--- src/rtl/ovl_ss_pkg.sv ---
package ovl_ss_pkg;
  typedef enum logic [1:0] {
    FOPT_X1  = 2'd0,
    FOPT_X2  = 2'd1,
    FOPT_X4  = 2'd2,
    FOPT_X4B = 2'd3
  } fopt_e;

  function automatic int unsigned fmin_shift(input logic [1:0] sel);
    case (fopt_e'(sel))
      FOPT_X1: return 0;
      FOPT_X2: return 1;
      default: return 2;
    endcase
  endfunction
endpackage

--- src/rtl/ss_ramp.sv ---
module ss_ramp #(
  parameter int STEP_CYC = 100000,
  parameter int SS_STEPS = 8,
  parameter int CODE_W   = $clog2(SS_STEPS + 1)
) (
  input  logic              clk_i,
  input  logic              rst_ni,
  input  logic              start_i,
  input  logic              kill_i,
  output logic [CODE_W-1:0] code_o,
  output logic              active_o
);
  localparam int TMR_W = $clog2(STEP_CYC + 1);
  localparam logic [TMR_W-1:0]  TMR_LAST = TMR_W'(STEP_CYC - 1);
  localparam logic [CODE_W-1:0] CODE_TOP = CODE_W'(SS_STEPS);

  logic [TMR_W-1:0] tmr_q;

  always_ff @(posedge clk_i or negedge rst_ni) begin
    if (!rst_ni) begin
      tmr_q    <= '0;
      code_o   <= '0;
      active_o <= 1'b0;
    end else if (start_i) begin
      tmr_q    <= '0;
      code_o   <= '0;
      active_o <= 1'b1;
    end else if (kill_i) begin
      tmr_q    <= '0;
      code_o   <= '0;
      active_o <= 1'b0;
    end else if (active_o) begin
      if (tmr_q == TMR_LAST) begin
        tmr_q  <= '0;
        code_o <= code_o + 1'b1;
        if (code_o + 1'b1 == CODE_TOP) active_o <= 1'b0;
      end else begin
        tmr_q <= tmr_q + 1'b1;
      end
    end
  end
endmodule

--- src/rtl/ovl_updown.sv ---
module ovl_updown #(
  parameter int OVL_TERM = 1500
) (
  input  logic clk_i,
  input  logic rst_ni,
  input  logic clr_i,
  input  logic en_i,
  input  logic cyc_i,
  input  logic ocp_i,
  output logic hit_o
);
  localparam int CNT_W = $clog2(OVL_TERM + 1);
  localparam logic [CNT_W-1:0] CNT_LAST = CNT_W'(OVL_TERM - 1);

  logic [CNT_W-1:0] cnt_q;
  logic             bump;

  assign bump  = en_i & cyc_i;
  assign hit_o = bump & ocp_i & (cnt_q == CNT_LAST);

  always_ff @(posedge clk_i or negedge rst_ni) begin
    if (!rst_ni)              cnt_q <= '0;
    else if (clr_i)           cnt_q <= '0;
    else if (bump) begin
      if (ocp_i)              cnt_q <= cnt_q + 1'b1;
      else if (cnt_q != '0)   cnt_q <= cnt_q - 1'b1;
    end
  end
endmodule

--- src/rtl/fmin_timer.sv ---
module fmin_timer
  import ovl_ss_pkg::*;
#(
  parameter int FMIN_BASE = 10000000
) (
  input  logic       clk_i,
  input  logic       rst_ni,
  input  logic       clr_i,
  input  logic       run_i,
  input  logic [1:0] fopt_i,
  output logic       hit_o
);
  localparam int TMR_W = $clog2(FMIN_BASE * 4 + 1);

  logic [TMR_W-1:0] tmr_q;
  logic [TMR_W-1:0] lim_last;

  assign lim_last = (TMR_W'(FMIN_BASE) << fmin_shift(fopt_i)) - 1'b1;
  assign hit_o    = run_i & (tmr_q >= lim_last);

  always_ff @(posedge clk_i or negedge rst_ni) begin
    if (!rst_ni)                 tmr_q <= '0;
    else if (clr_i || !run_i)    tmr_q <= '0;
    else                         tmr_q <= tmr_q + 1'b1;
  end
endmodule

--- src/rtl/ovl_ss_top.sv ---
module ovl_ss_top #(
  parameter int STEP_CYC  = 100000,
  parameter int SS_STEPS  = 8,
  parameter int OVL_TERM  = 1500,
  parameter int FMIN_BASE = 10000000,
  localparam int CODE_W   = $clog2(SS_STEPS + 1)
) (
  input  logic              clk_i,
  input  logic              rst_ni,
  input  logic              start_i,
  input  logic              cyc_i,
  input  logic              ocp_end_i,
  input  logic              at_fmin_i,
  input  logic [1:0]        fopt_i,
  output logic [CODE_W-1:0] ilim_code_o,
  output logic              ss_active_o,
  output logic              trip_o
);
  logic ovl_hit, fmin_hit, trip_req, cnt_clr;

  assign trip_req = ~start_i & (ovl_hit | fmin_hit);
  assign cnt_clr  = start_i | trip_req;

  ss_ramp #(.STEP_CYC(STEP_CYC), .SS_STEPS(SS_STEPS), .CODE_W(CODE_W)) ramp_i (
    .clk_i   (clk_i),
    .rst_ni  (rst_ni),
    .start_i (start_i),
    .kill_i  (trip_req),
    .code_o  (ilim_code_o),
    .active_o(ss_active_o)
  );

  ovl_updown #(.OVL_TERM(OVL_TERM)) ovl_i (
    .clk_i (clk_i),
    .rst_ni(rst_ni),
    .clr_i (cnt_clr),
    .en_i  (~ss_active_o),
    .cyc_i (cyc_i),
    .ocp_i (ocp_end_i),
    .hit_o (ovl_hit)
  );

  fmin_timer #(.FMIN_BASE(FMIN_BASE)) fmin_i (
    .clk_i (clk_i),
    .rst_ni(rst_ni),
    .clr_i (cnt_clr),
    .run_i (at_fmin_i & ~ss_active_o),
    .fopt_i(fopt_i),
    .hit_o (fmin_hit)
  );

  always_ff @(posedge clk_i or negedge rst_ni) begin
    if (!rst_ni) trip_o <= 1'b0;
    else         trip_o <= trip_req;
  end
endmodule

--- config.mk ---
export PLATFORM = sky130hd
export DESIGN_NAME = ovl_ss_top
export DESIGN_NICKNAME = d
export VERILOG_FILES = /design/src/rtl/ovl_ss_pkg.sv /design/src/rtl/ss_ramp.sv /design/src/rtl/ovl_updown.sv /design/src/rtl/fmin_timer.sv /design/src/rtl/ovl_ss_top.sv
export SDC_FILE = /design/constraint.sdc
export NUM_CORES = 1
export LEC_CHECK = 0
export ABC_AREA = 1
export BUFFER_PORTS_ARGS = -buffer_cell sky130_fd_sc_hd__buf_4
export CAP_MARGIN = 10
export CORE_AREA = 2 2 107 83
export CTS_CLUSTER_SIZE = 8
export DETAILED_ROUTE_END_ITERATION = 10
export DIE_AREA = 0 0 109 85
export PLACE_DENSITY = 0.69
export SLEW_MARGIN = 15
export SYNTH_ARGS = -nofsm -noshare
export SYNTH_HDL_FRONTEND = slang
export SYNTH_SLANG_ARGS = --single-unit
--- constraint.sdc ---
create_clock -name clk_i -period 3 [get_ports clk_i]
set_clock_uncertainty 0.1 [all_clocks]
set_input_delay 0.3 -clock clk_i [delete_from_list [all_inputs] [get_ports clk_i]]
set_output_delay 0.3 -clock clk_i [all_outputs]
set_load 0.02 [all_outputs]
==> results.md <==
* Seq/Total Area, Yosys at 33.9%
* Mapped Area at 0.00442 mm^2
* Fin Setup TNS at 0 ns
* Cts bufs inserted at 9
* Die W at 109 um
* Slew headroom at 48.3%
* Final Cell Area at 0.00486 mm^2
* Crit Path Max Fanout at 26
* Count of cell types in the netlist at 35
* Sink Count at 60
* DP Area at 0.00462 mm^2
* Die Y at 85 um
* Die Footprint at 0.00927 mm^2
* FP Rows at 29
* Crit Path Class: flop to flop
* Fmax at 423 MHz
* Nets at 680
* Fill cells at 745
* Iteration-0 DRC Markers at 285
* Pins Over Slew Limit at 0
* # DRC at 0
* Largest net degree at the start of global routing at 61
* CTS Root Cell: clkbuf_8
* Worst VDD drop at 0.343 mV
* Crit-path max cell delay at 0.45 ns
* Commonest non-fill, non-tap cell in the layout: nand2_1
* Initial core utilization at 53.7%
* Top delay family on crit path: simple AND/OR/NAND/NOR gates
* Syn nets at 662
* Yosys Warn Count at 0
* Slowest CP cell: dfrtp_1
* Worst path bufs/invs at 0
* Hold/Removal Path Class: input port to flop
* Period utilization at 78.8%
* # diodes at 0
* IO Port Bufs at 13
* Flops & latches, synth at 60
* Drt total wl at 9860 um
* Arr. time, crit path at 2.55 ns
* First-pass GRT wire length at 17,200 um
* Critical Path End Type: flop
* Mean Syn Cell Area at 7.12 um^2
* Routed Antenna Nets at 0
* Share of cells above drive strength 1 at 6.68%
* TritonRoute pass-1 iters at 5
* Maximum Capacitance Violations at 0
* Top-Level Pins at 14
* CTS H-tree lvls at 3
* Unrepaired setup endpoints after global routing: false
* Maximum clock insertion buffer count at 2
* Commonest non-fill, non-tap cells in the layout: 169 x nand2_1, 92 x inv_1, 84 x nor2_1
* Hold Vio Cnt, Final at 0
* Vias in the first global route at 3,672
* Via Count at 3,859
* Slew @ Worst Pin at 0.776 ns
* Area Overhead vs Synth at 9.79%
* Vias per cell at 5.13
* Min Tclk post-route at 2.37 ns
* Post-CTS Resized at 0
* DP Cell Count at 735
* Mapped Cells at 621
* Leakage power at 0.00253 uW
* Wire length per cell at 13.1 um
* Worst path cell trace: ha_1, a21o_1, nor2_1, nand2_1, nand2_1, nand3_1, nand2_2, nand3_4, nor2_8, nand2_4, nor2_1
* Setup violations, final at 0
* CTS tree: built
* GPL Wtd Cong at 0.967
* Half-perimeter wire length after placement at 7180 um
* Final std cells w/o fill at 752
* Run status: finished clean
* Congestion Overflow GR at 0
* Initial antenna violation count at 0
* Clock insertion delay at the later pin of the skew report at 0.36 ns
* Total power at 1790 uW
* CP startpoint kind: flop
* Core ar. at 0.00824 mm^2
* Overall routing resource usage at 23.4%
* Power Dens Cells at 369 mW/mm^2
* Worst-path clk slew at 0.08 ns
* Critical Path RT at 3.18 ns
flip-flops by register name (all words and copies together) (netlist names):
register,flops
fmin_i.tmr_q,26
ramp_i.tmr_q,17
ramp_i.active_o,1
ramp_i.code_o,4
trip_o,1
ovl_i.cnt_q,11
worst register-to-register path: cells and delay by family (launching register included):
family                     cells  cell delay, ns
DFF                            1            0.45
and+or+nand+nor                9            1.24
adders and majority gates      1            0.34
AOI/OAI and AO/OA              1            0.16
power breakdown:
part	internal [uW]	total (uW)	switching, uW
registers	816	829	12.3
clock network	471	837	366
logic	45.5	128	83.0
total	1330	1790	461
worst paths after layout:
| check | end | cells after the start | slack, ns | from |
|---|---|---|---|---|
| setup / recovery | fmin_i.tmr_q[8] | 11 | 0.63 | fmin_i.tmr_q[17] |
| hold / removal | fmin_i.tmr_q[24] | 3 | 0.26 | at_fmin_i |
| setup reg to reg | fmin_i.tmr_q[8] | 11 | 0.63 | fmin_i.tmr_q[17] |
| hold reg to reg | fmin_i.tmr_q[0] | 1 | 0.39 | fmin_i.tmr_q[0] |
| max in group asynchronous | ovl_i.cnt_q[1] | 2 | 1.82 | rst_ni |
| min in group asynchronous | fmin_i.tmr_q[16] | 2 | 0.45 | rst_ni |
repair_timing:
| item | in CTS | in global routing |
|---|---|---|
| buffers inserted | 0 | 0 |
| endpoints found under the hold margin | 60 | 0 |
| hold buffers | 1 | 0 |
| endpoints found under the setup margin | 0 | 0 |
metal layers:
metal	part of all wire (%)	vias up	wire length, um	GRT usage, %
met4	1.6	0	159	7.34
met2	42	87	4130	34.2
met1	52	1754	5130	34.1
li1	-	2005	-	-
met3	4.4	13	436	5.61
met5	0	-	0	0
layout make-up:
| cell class | count | area [um^2] | share of cell area, % |
|---|---|---|---|
| Timing Repair Buffer | 19 | 145 | 2.99 |
| Multi-Input combinational cell | 457 | 2510 | 51.6 |
| Inverter | 92 | 345 | 7.11 |
| Sequential cell | 60 | 1500 | 30.9 |
| Tap cell | 108 | 135 | 2.78 |
| Clock buffer | 9 | 124 | 2.55 |
| Clock inverter | 7 | 98.8 | 2.04 |
Yosys cell counts:
| cell | instances | area (um^2) |
|---|---|---|
| o2111ai_1 | 1 | 8.76 |
| nor4_1 | 1 | 6.26 |
| o21ai_0 | 7 | 35.0 |
| nor3_2 | 1 | 10.0 |
| xnor2_1 | 12 | 105 |
| nand3_1 | 30 | 150 |
| xor2_1 | 31 | 272 |
| o22ai_1 | 1 | 6.26 |
| nor2_2 | 3 | 18.8 |
| o31ai_1 | 3 | 22.5 |
| a21oi_1 | 15 | 75.1 |
| clkbuf_1 | 3 | 11.3 |
| conb_1 | 1 | 3.75 |
| nand2_4 | 1 | 11.3 |
| inv_1 | 92 | 345 |
| o21bai_1 | 1 | 7.51 |
| o211ai_1 | 4 | 30.0 |
| or2_2 | 1 | 6.26 |
| buf_2 | 5 | 25.0 |
| nand3_4 | 1 | 17.5 |
| dfrtp_1 | 60 | 1500 |
| nand3b_1 | 2 | 15.0 |
| nand2_2 | 1 | 6.26 |
| buf_6 | 2 | 22.5 |
| nor3_1 | 19 | 95.1 |
| a31oi_1 | 1 | 6.26 |
| nand4_1 | 32 | 200 |
| ha_1 | 32 | 400 |
| a21o_1 | 1 | 7.51 |
| fa_1 | 1 | 20.0 |
| nand2_1 | 169 | 634 |
| nor2_8 | 1 | 20.0 |
| buf_1 | 1 | 3.75 |
| nor2_1 | 84 | 315 |
| buf_4 | 1 | 7.51 |
cells by family (layout without fill, tap and decap cells):
group	count (synthesis)	in the layout	share of synthesized area (%)
simple gates	346	346	34.1
buf+inv	104	127	9.39
flops	60	60	33.9
xor+xnor	43	43	8.51
compound gates	34	34	4.50
fa+ha+maj	33	33	9.50
other cells	1	1	0.0848
metrics by stage:
stage	setup slack (ns)	util (%)	hold WS, ns
3_5_place_dp	0.313	56.1	0.338
6_report	0.635	59.0	0.260
5_1_grt	0.407	59.0	0.286
2_1_floorplan	0.900	-	-0.0956
4_1_cts	0.590	59.0	0.254
3_3_place_gp	0.410	56.1	0.330
(Power assumes the default switching activity.)
